### config.mk
export PLATFORM = sky130hd
export DESIGN_NAME = sync_serial_port
export DESIGN_NICKNAME = d
export VERILOG_FILES = /design/src/rtl/ssp_pkg.sv /design/src/rtl/ssp_rate_div.sv /design/src/rtl/ssp_in_sync.sv /design/src/rtl/ssp_shift_engine.sv /design/src/rtl/sync_serial_port.sv
export SDC_FILE = /design/constraint.sdc
export NUM_CORES = 1
export LEC_CHECK = 0
export BUFFER_PORTS_ARGS = -buffer_cell sky130_fd_sc_hd__buf_2
export CAP_MARGIN = 20
export CORE_MARGIN = 2
export CORE_UTILIZATION = 30
export DETAILED_ROUTE_END_ITERATION = 12
export MAX_ROUTING_LAYER = met4
export PLACE_DENSITY = 0.43
export SYNTH_ARGS = -nofsm -noshare
export SYNTH_HDL_FRONTEND = slang
export SYNTH_SLANG_ARGS = --single-unit
export TNS_END_PERCENT = 1
### constraint.sdc
create_clock -name clk -period 5.5 [get_ports clk]
set_input_delay 1.1 -clock clk [delete_from_list [all_inputs] [get_ports clk]]
set_output_delay 1.1 -clock clk [all_outputs]
set_load 0.02 [all_outputs]
### src/rtl/ssp_pkg.sv
package ssp_pkg;
  localparam int RATE_W = 2;

  localparam logic [1:0] ADDR_CTRL = 2'd0;
  localparam logic [1:0] ADDR_STAT = 2'd1;
  localparam logic [1:0] ADDR_DATA = 2'd2;

  typedef struct packed {
    logic [RATE_W-1:0] rate;
    logic              irq_en;
    logic              lsb_first;
    logic              cpha;
    logic              cpol;
    logic              master;
    logic              en;
  } ctrl_t;

  typedef struct packed {
    logic ovr;
    logic modf;
    logic wcol;
    logic done;
  } flags_t;
endpackage

### src/rtl/ssp_rate_div.sv
module ssp_rate_div #(
  parameter int SEL_W = 2
) (
  input  logic             clk,
  input  logic             rst,
  input  logic             run,
  input  logic [SEL_W-1:0] sel,
  output logic             tick
);
  localparam int CNT_W = 2 ** SEL_W;

  logic [CNT_W-1:0] cnt;
  logic [CNT_W:0]   half_m1;

  always_comb begin
    half_m1 = ((CNT_W+1)'(1) << sel) - (CNT_W+1)'(1);
    tick    = run && ({1'b0, cnt} == half_m1);
  end

  always_ff @(posedge clk) begin
    if (rst || !run) cnt <= '0;
    else if (tick)   cnt <= '0;
    else             cnt <= cnt + 1'b1;
  end

  // no back-to-back ticks unless the fastest rate is chosen
  p_tick_gap_r2: assert property (@(posedge clk) disable iff (rst)
    tick && sel != '0 |=> !tick || sel != $past(sel));
endmodule

### src/rtl/ssp_in_sync.sv
module ssp_in_sync #(
  parameter int SYNC_N = 2
) (
  input  logic clk,
  input  logic rst,
  input  logic sclk_i,
  input  logic mosi_i,
  input  logic ss_n_i,
  output logic sclk_s,
  output logic sclk_edge,
  output logic mosi_s,
  output logic ss_act
);
  logic [SYNC_N-1:0] sck_p, mo_p, ss_p;
  logic              sclk_d;

  always_ff @(posedge clk) begin
    if (rst) begin
      sck_p  <= '0;
      mo_p   <= '0;
      ss_p   <= '1;
      sclk_d <= 1'b0;
    end else begin
      sck_p  <= {sck_p[SYNC_N-2:0], sclk_i};
      mo_p   <= {mo_p[SYNC_N-2:0], mosi_i};
      ss_p   <= {ss_p[SYNC_N-2:0], ss_n_i};
      sclk_d <= sck_p[SYNC_N-1];
    end
  end

  assign sclk_s    = sck_p[SYNC_N-1];
  assign sclk_edge = sck_p[SYNC_N-1] ^ sclk_d;
  assign mosi_s    = mo_p[SYNC_N-1];
  assign ss_act    = !ss_p[SYNC_N-1];
endmodule

### src/rtl/ssp_shift_engine.sv
module ssp_shift_engine #(
  parameter int DATA_W = 8
) (
  input  logic              clk,
  input  logic              rst,
  input  logic              clear,
  input  logic              load,
  input  logic [DATA_W-1:0] load_data,
  input  logic              cpha,
  input  logic              lsb_first,
  input  logic              ev,
  input  logic              lead,
  input  logic              sin,
  output logic              txd,
  output logic              busy,
  output logic              at_last,
  output logic              xfer_done,
  output logic [DATA_W-1:0] rx_word
);
  localparam int EC_W = $clog2(2 * DATA_W);
  localparam logic [EC_W-1:0] LAST = EC_W'(2 * DATA_W - 1);

  logic [DATA_W-1:0] tx_sh, rx_sh, rx_next;
  logic [EC_W-1:0]   ecnt;
  logic              drive, samp, head, load_head;

  function automatic logic [DATA_W-1:0] advance(input logic [DATA_W-1:0] v, input logic lsb);
    return lsb ? (v >> 1) : (v << 1);
  endfunction

  always_comb begin
    drive     = ev && (cpha ? lead : !lead);
    samp      = ev && (cpha ? !lead : lead);
    head      = lsb_first ? tx_sh[0] : tx_sh[DATA_W-1];
    load_head = lsb_first ? load_data[0] : load_data[DATA_W-1];
    rx_next   = lsb_first ? {sin, rx_sh[DATA_W-1:1]} : {rx_sh[DATA_W-2:0], sin};
    at_last   = (ecnt == LAST);
    busy      = (ecnt != '0);
  end

  always_ff @(posedge clk) begin
    if (rst) begin
      tx_sh     <= '0;
      rx_sh     <= '0;
      rx_word   <= '0;
      ecnt      <= '0;
      txd       <= 1'b0;
      xfer_done <= 1'b0;
    end else begin
      xfer_done <= 1'b0;
      if (clear) begin
        ecnt <= '0;
      end else if (ev) begin
        ecnt <= at_last ? '0 : ecnt + 1'b1;
        if (at_last) begin
          xfer_done <= 1'b1;
          rx_word   <= samp ? rx_next : rx_sh;
        end
      end
      if (samp && !clear) rx_sh <= rx_next;
      if (load) begin
        if (cpha) begin
          tx_sh <= load_data;
        end else begin
          tx_sh <= advance(load_data, lsb_first);
          txd   <= load_head;
        end
      end else if (drive && !clear) begin
        txd   <= head;
        tx_sh <= advance(tx_sh, lsb_first);
      end
    end
  end

  // completion is a single-cycle event per byte
  p_done_single_r5: assert property (@(posedge clk) disable iff (rst)
    xfer_done |=> !xfer_done);
endmodule

### src/rtl/sync_serial_port.sv
module sync_serial_port
  import ssp_pkg::*;
#(
  parameter int DATA_W = 8,
  parameter int SYNC_N = 2
) (
  input  logic              clk,
  input  logic              rst,
  input  logic              cpu_wr,
  input  logic              cpu_rd,
  input  logic [1:0]        cpu_addr,
  input  logic [DATA_W-1:0] cpu_wdata,
  output logic [DATA_W-1:0] cpu_rdata,
  output logic              irq_o,
  input  logic              sclk_i,
  output logic              sclk_o,
  output logic              sclk_oe,
  input  logic              mosi_i,
  output logic              mosi_o,
  output logic              mosi_oe,
  input  logic              miso_i,
  output logic              miso_o,
  output logic              miso_oe,
  input  logic              ss_n_i
);
  localparam int CTRL_W = $bits(ctrl_t);

  ctrl_t             ctrl;
  flags_t            flg, flg_nx, armed;
  logic              running, sclk_q, irq_q, take_rx;
  logic [DATA_W-1:0] rxbuf;

  logic sclk_s, sclk_edge, mosi_s, ss_act, tick;
  logic eng_txd, eng_busy, eng_last, eng_done;
  logic [DATA_W-1:0] eng_rx;

  logic wr_ctrl, rd_stat, wr_data, data_acc, fault, busy, accept, collide;
  logic m_ev, m_lead, s_ev, s_lead, ev, lead, eng_clear, sin;

  always_comb begin
    wr_ctrl   = cpu_wr && cpu_addr == ADDR_CTRL;
    rd_stat   = cpu_rd && cpu_addr == ADDR_STAT;
    wr_data   = cpu_wr && cpu_addr == ADDR_DATA;
    data_acc  = (cpu_wr || cpu_rd) && cpu_addr == ADDR_DATA;
    fault     = ctrl.en && ctrl.master && ss_act;
    busy      = ctrl.master ? running : (ss_act && eng_busy);
    accept    = wr_data && ctrl.en && !busy && !fault;
    collide   = wr_data && ctrl.en && busy;
    m_ev      = running && tick;
    m_lead    = (sclk_q == ctrl.cpol);
    s_ev      = ctrl.en && !ctrl.master && ss_act && sclk_edge;
    s_lead    = (sclk_s != ctrl.cpol);
    ev        = ctrl.master ? m_ev : s_ev;
    lead      = ctrl.master ? m_lead : s_lead;
    eng_clear = !ctrl.en || fault || (!ctrl.master && !ss_act);
    sin       = ctrl.master ? miso_i : mosi_s;
  end

  ssp_in_sync #(.SYNC_N(SYNC_N)) u_sync (
    .clk(clk), .rst(rst), .sclk_i(sclk_i), .mosi_i(mosi_i), .ss_n_i(ss_n_i),
    .sclk_s(sclk_s), .sclk_edge(sclk_edge), .mosi_s(mosi_s), .ss_act(ss_act)
  );

  ssp_rate_div #(.SEL_W(RATE_W)) u_div (
    .clk(clk), .rst(rst), .run(running), .sel(ctrl.rate), .tick(tick)
  );

  ssp_shift_engine #(.DATA_W(DATA_W)) u_eng (
    .clk(clk), .rst(rst), .clear(eng_clear), .load(accept), .load_data(cpu_wdata),
    .cpha(ctrl.cpha), .lsb_first(ctrl.lsb_first), .ev(ev), .lead(lead), .sin(sin),
    .txd(eng_txd), .busy(eng_busy), .at_last(eng_last), .xfer_done(eng_done),
    .rx_word(eng_rx)
  );

  // control register and master sequencing
  always_ff @(posedge clk) begin
    if (rst) begin
      ctrl    <= '0;
      running <= 1'b0;
      sclk_q  <= 1'b0;
    end else begin
      if (wr_ctrl) ctrl <= ctrl_t'(cpu_wdata[CTRL_W-1:0]);
      if (fault)   ctrl.master <= 1'b0;

      if (fault || !ctrl.en || !ctrl.master) running <= 1'b0;
      else if (accept)                       running <= 1'b1;
      else if (m_ev && eng_last)             running <= 1'b0;

      if (!running)  sclk_q <= ctrl.cpol;
      else if (tick) sclk_q <= ~sclk_q;
    end
  end

  // status flags: set events win over the two-step clear
  always_comb begin
    flg_nx  = flg;
    take_rx = 1'b0;
    if (data_acc) flg_nx = flags_t'(flg & ~armed);
    if (collide)  flg_nx.wcol = 1'b1;
    if (fault)    flg_nx.modf = 1'b1;
    if (eng_done) begin
      if (flg_nx.done) flg_nx.ovr = 1'b1;
      else begin
        flg_nx.done = 1'b1;
        take_rx     = 1'b1;
      end
    end
  end

  always_ff @(posedge clk) begin
    if (rst) begin
      flg       <= '0;
      armed     <= '0;
      rxbuf     <= '0;
      irq_q     <= 1'b0;
      cpu_rdata <= '0;
    end else begin
      flg <= flg_nx;
      if (data_acc)     armed <= '0;
      else if (rd_stat) armed <= flags_t'(armed | flg);
      if (take_rx) rxbuf <= eng_rx;
      irq_q <= ctrl.irq_en && flg.done;
      if (cpu_rd) begin
        case (cpu_addr)
          ADDR_CTRL: cpu_rdata <= DATA_W'(ctrl);
          ADDR_STAT: cpu_rdata <= DATA_W'(flg);
          ADDR_DATA: cpu_rdata <= rxbuf;
          default:   cpu_rdata <= '0;
        endcase
      end
    end
  end

  assign irq_o   = irq_q;
  assign sclk_o  = sclk_q;
  assign mosi_o  = eng_txd;
  assign miso_o  = eng_txd;
  assign sclk_oe = ctrl.en && ctrl.master;
  assign mosi_oe = ctrl.en && ctrl.master;
  assign miso_oe = ctrl.en && !ctrl.master && ss_act;

  // after the final master edge the clock is back at its idle level
  p_last_edge_idle_r2: assert property (@(posedge clk) disable iff (rst)
    m_ev && eng_last && $stable(ctrl.cpol) |=> sclk_q == ctrl.cpol);

  // a write during a transfer raises the collision flag
  p_wcol_r6: assert property (@(posedge clk) disable iff (rst)
    cpu_wr && cpu_addr == ADDR_DATA && ctrl.en && busy |=> flg.wcol);

  // an overrun keeps the older byte
  p_ovr_keeps_old_r7: assert property (@(posedge clk) disable iff (rst)
    eng_done && flg.done && !(data_acc && armed.done) |=> $stable(rxbuf) && flg.ovr);

  // an armed complete flag is cleared by the data access
  p_clear_r8: assert property (@(posedge clk) disable iff (rst)
    data_acc && armed.done && !eng_done |=> !flg.done);

  // a select from another master forces slave role and a fault
  p_modf_r9: assert property (@(posedge clk) disable iff (rst)
    ctrl.en && ctrl.master && ss_act |=> !ctrl.master && flg.modf && !running);

  // interrupt follows the complete flag when enabled
  p_irq_r11: assert property (@(posedge clk) disable iff (rst)
    flg.done && ctrl.irq_en |=> irq_o);
endmodule

==> out/metrics.cfg, run 1 <==
[run_status]
status=finished, final reports clean

[logic_synthesis]
yosysWarningCount=0
synth_nets=454
dominantRegCellSynth=dfxtp_1
synth-edff-count=0
ys_seq_elements=76
ys_seq_area_share_pct=40.35
synth_top_area_cell=dfxtp_1
ys_types=53
syn_area_per_cell_um2=8.729
synth_cells=432
netlist_area_um2=3771
netlist.area_leader.share_pct=40.35
synth_area_leaders=dfxtp_1 (40%), mux2i_1 (11%), a21oi_1 (5.0%)
postSynth.asyncResetShare_pct=0

[timing]
fin_skew_ps=8.146
fin_crit_ps=2881
slew_headroom_pct=46.25
slew_violations=0
worstMarginPinSlew_ps=803.7
fmax_mhz=347.1
finalCritPeriodShare_pct=52.39
tns_ps=0
rsz0062_at_grt=no
setup_violations=0
finalHoldViolations=0

[worst_hold_path]
whs_path_depth=1
hold_path_end=u_sync.ss_p[1]
hp-start=u_sync.ss_p[0]
hp-class=register to register

[critical_path]
r2r_start=ctrl[7]
crit_family=compound AO/OA/AOI/OAI gates
r2r-end=u_eng.ecnt[3]
r2r_slack_ps=2620
crit_buf_inv=0
timing.critical_path.slowest_cell_delay_ps=620
cp_slowest_cell=or4_1
crit_path_start_kind=register
cp.arrival_ps=3160
critical_path_class=register to register
r2r_cells=7
crit_chain=or2_2 -> ha_1 -> xnor2_1 -> a2111oi_4 -> a41oi_4 -> or4_1 -> a21oi_1
crit_path_end_kind=register
cp_max_fo=26
crit_required_ps=5780

[floorplanning]
fp.coreArea_um2=12160
std_cell_rows=40
initial_core_util_pct=31.01
die-height_um=116.1
die_area_um2=13480
die_w_um=116.1
ios=33

[global_route]
grt_pass1_vias=2979
grt_max_degree=39
antenna_found_initial=0
grt_overflow_total=0
grt_util_all_layers_pct=16.25
grt_pass1_wl_mm=16.33

[cts]
ctsHtreeMaxLevel=3
worstSkewPairLatency_ps=340
clock_path_buffers=2
cts_root_buf=clkbuf_16
cts.clk_slew.worst_paths_ps=60
cts_hold_buffers=0
cts_buffers=9
cts_tree=done
cts_setup_buffers=0
cts_resized=0
cts.sink_count=76

[final_layout]
layout_commonest_cell=dfxtp_1
nNetsFinal=466
drive_gt1_share_pct=14.70
area_delta_synth_final_pct=15.59
fin_util_pct=35.84
final_cell_mix=dfxtp_1 (76), nor2_1 (48), mux2i_1 (40)
fill_cells=1290
n_antenna_cell=0
finalInstanceArea_um2=4359

[route]
drt-total-wl_mm=9.977
drt-initial-drc-count=216
drc=0
via_count=3127
via_per_inst=5.068
drt.antenna.violating_nets=0
wl_per_cell_um=16.17
drt_pass1_iterations=4

[pwr]
vdd_drop_max_mv=0.2665
leakage_nw=1.624
cellPowerDensity_nw_per_um2=309.4
fin_total_pwr_w=0.001349

[place]
place_congestion=0.7573
post_dp_cell_area_um2=4000
hpwl_mm=6.775
io_buffers=32

[job]
cap_violations=0

-- how the worst max path moves through the flow --
| stage | cells past startpoint | from | endpoint | slack [ps] |
|---|---|---|---|---|
| 2_1_floorplan | 9 | ctrl[7] | u_eng.tx_sh[4] | 3000 |
| 4_1_cts | 7 | ctrl[7] | u_eng.ecnt[3] | 2600 |
| 3_3_place_gp | 7 | ctrl[7] | u_eng.tx_sh[2] | 2670 |
| 3_5_place_dp | 7 | ctrl[7] | u_eng.tx_sh[1] | 2610 |
| 5_1_grt | 7 | ctrl[7] | u_eng.tx_sh[3] | 2380 |
| 6_report | 7 | ctrl[7] | u_eng.ecnt[3] | 2620 |
-- synthesized netlist by cell type (4+ instances only) --
library cell  instances
a2111oi_0             6
a211oi_1             10
a21oi_1              38
a311oi_1              8
buf_1                 5
buf_2                 5
clkbuf_1             21
dfxtp_1              76
ha_1                  4
inv_1                 6
mux2i_1              40
nand2_1              26
nand2b_1              5
nand3_1               7
nand4_1               7
nor2_1               48
nor2b_1              17
nor3_1                7
o21ai_0              23
o21ai_1               4
o32ai_1               6
or2_2                 4
or3_1                 8
xnor2_1               5
-- stage by stage --
step	hold slack, ps	instances	setup WS, ps
2_1_floorplan	389.5	432	3003
3_3_place_gp	404.4	599	2674
3_5_place_dp	397.6	600	2613
4_1_cts	411.7	616	2597
5_1_grt	433.5	617	2375
6_report	408.7	617	2619
-- cell type report --
cell class | instances | area (um2) | area share (%)
clock buffers | 12 | 256.5 | 5.884
well taps | 168 | 210.2 | 4.822
flip-flops and latches | 76 | 1521 | 34.90
repair buffers | 38 | 205.2 | 4.707
inverters | 7 | 26.28 | 0.6028
multi-input cells | 312 | 2044 | 46.90
clock inverters | 4 | 95.09 | 2.181
-- worst register-to-register path, stage by stage (launching register included) --
cell	delay, ps
dfxtp_1	390
or2_2	330
ha_1	310
xnor2_1	160
a2111oi_4	430
a41oi_4	440
or4_1	620
a21oi_1	140
-- sequential cells by signal, summed over array words and instances, names as in the netlist, 8 cells and up --
name	cells
cpu_rdata	8
ctrl	8
rxbuf	8
u_eng.rx_sh	8
u_eng.rx_word	8
u_eng.tx_sh	8
-- power by group --
part	switching (W)	internal [W]	total, W
combinational	0.0000512	0.0000318	0.0000829
clock	0.000234	0.000467	0.000701
sequential	0.00000771	0.000557	0.000565
total	0.000292	0.00106	0.00135
-- logic make-up after synthesis --
logic type,count (synthesis),share of synthesized area [%]
flip-flops,76,40.35
AND/OR/NAND/NOR,145,19.18
buffers and inverters,44,5.441
multiplexers,44,12.11
adder cells (fa/ha/maj),4,1.327
AO/OA/AOI/OAI,111,19.74
XOR/XNOR,8,1.858
-- routing by layer --
metal	GRT usage [%]	part of all wire [%]	vias to the layer above
li1	-	-	1582
met3	4.567	4.2	7
met4	4.365	1.1	0
met2	23.63	44	48
met5	-	0	-
met1	22.18	51	1490
(Power assumes the default switching activity.)
==> run 2: changes to the inputs <==
- clock period: 5.5 -> 2.81 ns (I/O delays scaled with it)
==> out/metrics.cfg, run 2 (synthesized netlist as in run 1, its figures left out) <==
[floorplanning]
initial_core_util_pct=31.01
die-height_um=116.1
ios=33
die_w_um=116.1
fp.coreArea_um2=12160
std_cell_rows=40
die_area_um2=13480

[place]
dp_slack_ps=214.7
post_dp_cell_area_um2=4083
hpwl_mm=6.854
io_buffers=32
place_congestion=0.7301

[timing]
slew_violations=0
tns_ps=0
rsz0062_at_grt=no
worstMarginPinSlew_ps=560.0
fmax_mhz=381.8
slew_headroom_pct=62.62
finalHoldViolations=0
finalCritPeriodShare_pct=93.21
fin_skew_ps=10.68
fin_crit_ps=2619
worst_slack_ps=190.7
setup_violations=0

[pwr]
fin_total_pwr_w=0.002448
leakage_nw=1.634
cellPowerDensity_nw_per_um2=558.1
vdd_drop_max_mv=0.3060

[cts]
cts.clk_slew.worst_paths_ps=60
cts_setup_buffers=0
cts_buffers=9
cts_root_buf=clkbuf_16
worstSkewPairLatency_ps=340
cts.sink_count=76
clock_path_buffers=2
cts_tree=done
ctsHtreeMaxLevel=3

[final_layout]
finalInstanceArea_um2=4385
nNetsFinal=473
n_antenna_cell=0
layout_commonest_cell=dfxtp_1
final_cell_mix=dfxtp_1 (76), nor2_1 (48), mux2i_1 (40)
area_delta_synth_final_pct=16.29
drive_gt1_share_pct=16.01

[global_route]
grt_max_degree=46
antenna_found_initial=0
grt_pass1_wl_mm=16.27
grt_util_all_layers_pct=16.00
grt_pass1_vias=3032
grt_overflow_total=0

[critical_path]
crit_required_ps=3080
cp_slowest_cell=or4_1
crit_family=simple AND/OR/NAND/NOR gates
crit_buf_inv=0
cp_max_fo=13
critical_path_class=register to register
crit_chain=or2_2 -> ha_1 -> xnor2_1 -> a2111oi_4 -> a41oi_4 -> or4_1 -> a21oi_1
cp.arrival_ps=2890
crit_path_end_kind=register
crit_path_start_kind=register
timing.critical_path.slowest_cell_delay_ps=530

[route]
drt_pass1_iterations=4
via_count=3108
drc=0
via_per_inst=4.981
wl_per_cell_um=15.42
drt-total-wl_mm=9.625
drt-initial-drc-count=194
drt.antenna.violating_nets=0

[run_status]
status=finished, final reports clean

[job]
cap_violations=0

[worst_hold_path]
hp-class=primary input to register

[run 2: power by group]
part           internal (W)  switching [W]  total (W)
Combinational     0.0000666       0.000102   0.000168
Sequential          0.00109      0.0000134    0.00110
Clock              0.000714       0.000462    0.00118
[run 2: area by class of cell]
class	count	area (um2)
tap	168	210.2
sequential	76	1521
clock buffer	11	242.7
multi-input combinational	312	2046
clock inverter	5	58.81
inverter	7	26.28
timing repair buffer	45	280.3
fill	1243	7776
[run 2: final timing paths]
check | from | to | slack [ps] | cells after the start
hold / removal | ss_n_i | u_sync.ss_p[0] | 420 | 2
setup reg to reg | ctrl[7] | u_eng.ecnt[3] | 190 | 7
hold reg to reg | u_sync.ss_p[0] | u_sync.ss_p[1] | 420 | 1
setup / recovery | ctrl[7] | u_eng.ecnt[3] | 190 | 7
[run 2: what timing repair did]
item / CTS / global route
hold buffers: 0 / 0
setup endpoints to repair: 0 / 1
resized for setup: 0 / 1
[run 2: per-stage QoR]
stage / hold slack, ps / cells / util [%]
after floorplan: 389.5 / 432 / -
after global placement: 402.1 / 607 / 33.53
after detailed placement: 409.5 / 608 / 33.57
after CTS: 412.3 / 624 / 36.05
after global routing: 414.9 / 624 / 36.06
final: 416.9 / 624 / 36.06
[run 2: routing by layer]
layer  global-route usage, %  up-vias  wire (um)
met5                       -        -          0
met4                   5.397        0        132
met3                   2.958        9        260
met2                   23.55       39       4339
met1                   22.13     1467       4892
li1                        -     1593          -
==> run 3: changes to the inputs <==
- CORE_MARGIN: 2 -> unset
==> out/metrics.cfg, run 3 (synthesized netlist as in run 1, its figures left out) <==
[route]
drt-initial-drc-count=197
via_per_inst=4.981
via_count=3118
drc=0
drt.antenna.violating_nets=0
wl_per_cell_um=15.51
drt-total-wl_mm=9.710
drt_pass1_iterations=5

[cts]
cts_root_buf=clkbuf_16
cts.sink_count=76
cts_buffers=9
cts.clk_slew.worst_paths_ps=60
ctsHtreeMaxLevel=3
cts_tree=done
worstSkewPairLatency_ps=340
cts_hold_buffers=0
clock_path_buffers=2
cts_setup_buffers=0

[timing]
finalHoldViolations=0
worstMarginPinSlew_ps=602.8
rsz0062_at_grt=yes
finalCritPeriodShare_pct=94.73
worst_slack_ps=148.0
slew_violations=0
slew_headroom_pct=59.76
fin_skew_ps=6.462
fmax_mhz=375.7
setup_violations=0
fin_crit_ps=2662

[floorplanning]
std_cell_rows=40
ios=33
initial_core_util_pct=31.14
die-height_um=114.1
die_area_um2=13020
die_w_um=114.1
fp.coreArea_um2=12110

[place]
dp.cells=609
dp_slack_ps=104.3
io_buffers=32
hpwl_mm=6.872
place_congestion=0.7171

[pwr]
vdd_drop_max_mv=0.2335
cellPowerDensity_nw_per_um2=535.4
fin_total_pwr_w=0.002337
leakage_nw=1.626

[critical_path]
r2r-end=u_eng.ecnt[3]
crit_path_end_kind=register
critical_path_class=register to register
cp.arrival_ps=2930
crit_path_start_kind=register
crit_required_ps=3080
r2r_cells=7
cp_max_fo=16
r2r_slack_ps=150
r2r_start=ctrl[7]

[run_status]
status=finished, final reports clean

[global_route]
antenna_found_initial=0
grt_max_degree=35
grt_pass1_vias=2833
grt_pass1_wl_mm=15.60
grt_overflow_total=0
grt_util_all_layers_pct=16.28

[final_layout]
layout_commonest_cell=dfxtp_1
n_antenna_cell=0
fill_cells=1264
layout.cells.non_filler=626
seqCellArea_um2=1521
drive_gt1_share_pct=16.16
nNetsFinal=475
multi_input_area_um2=2049
fin_util_pct=36.03
final_cell_mix=dfxtp_1 (76), nor2_1 (48), mux2i_1 (40)
area_delta_synth_final_pct=15.73

[worst_hold_path]
whs_path_depth=1
hold_path_end=u_sync.ss_p[1]
hp-start=u_sync.ss_p[0]
hp-class=register to register

[job]
cap_violations=0

==> run 3: changes by cell type in the layout (fill, tap and decap cells not counted), sizes merged <==
cell / before / now
buf: 45 / 46
bufinv: 1 / 0
clkbuf: 11 / 13
clkinv: 1 / 2
inv: 8 / 7
==> run 3: worst max-delay path by stage <==
stage / end / startpoint
after floorplan: u_eng.tx_sh[4] / ctrl[7]
after global placement: u_eng.ecnt[3] / ctrl[7]
after detailed placement: u_eng.tx_sh[3] / ctrl[7]
after CTS: u_eng.tx_sh[3] / ctrl[7]
after global routing: u_eng.tx_sh[5] / ctrl[7]
final: u_eng.ecnt[3] / ctrl[7]
==> run 3: metrics by stage <==
step	instance area [um2]	TNS (ps)	hold WS, ps
after floorplan	3771	0	389.5
after global placement	4080	0	404.3
after detailed placement	4080	0	396.8
after CTS	4352	0	407.9
after global routing	4364	-3.640	411.2
final	4364	0	407.6
==> run 3: repair_timing <==
item,in CTS,in global routing
setup endpoints to repair,0,4
gates resized for setup,0,4
hold endpoints to repair,0,0
==> run 3: report_power, final <==
group	switching (W)	leakage, nW	internal (W)
sequential	0.0000138	0.615	0.00109
clock	0.000445	0.129	0.000619
combinational	0.000102	0.882	0.0000665
==> run 3: layout make-up <==
class                           instances  area share, %
Clock buffer                           12          5.648
Inverter                                7         0.6021
Sequential cell                        76          34.86
Tap cell                              168          4.817
Multi-Input combinational cell        312          46.96
Timing Repair Buffer                   47          6.537
Clock inverter                          4         0.5734
==> run 3: layer usage <==
layer	vias to the layer above	GRT usage (%)	part of all wire, %
met1	1454	22.61	52
met3	4	3.812	3.9
met2	62	23.15	43
met5	-	-	0
li1	1598	-	-
met4	0	5.195	0.70
==> run 3: worst max-delay path: stages, from the launching register on <==
cell       delay, ps
dfxtp_1          380
or2_2            320
ha_1             310
xnor2_1          160
a2111oi_4        410
a41oi_4          330
or4_1            550
a21oi_1          140
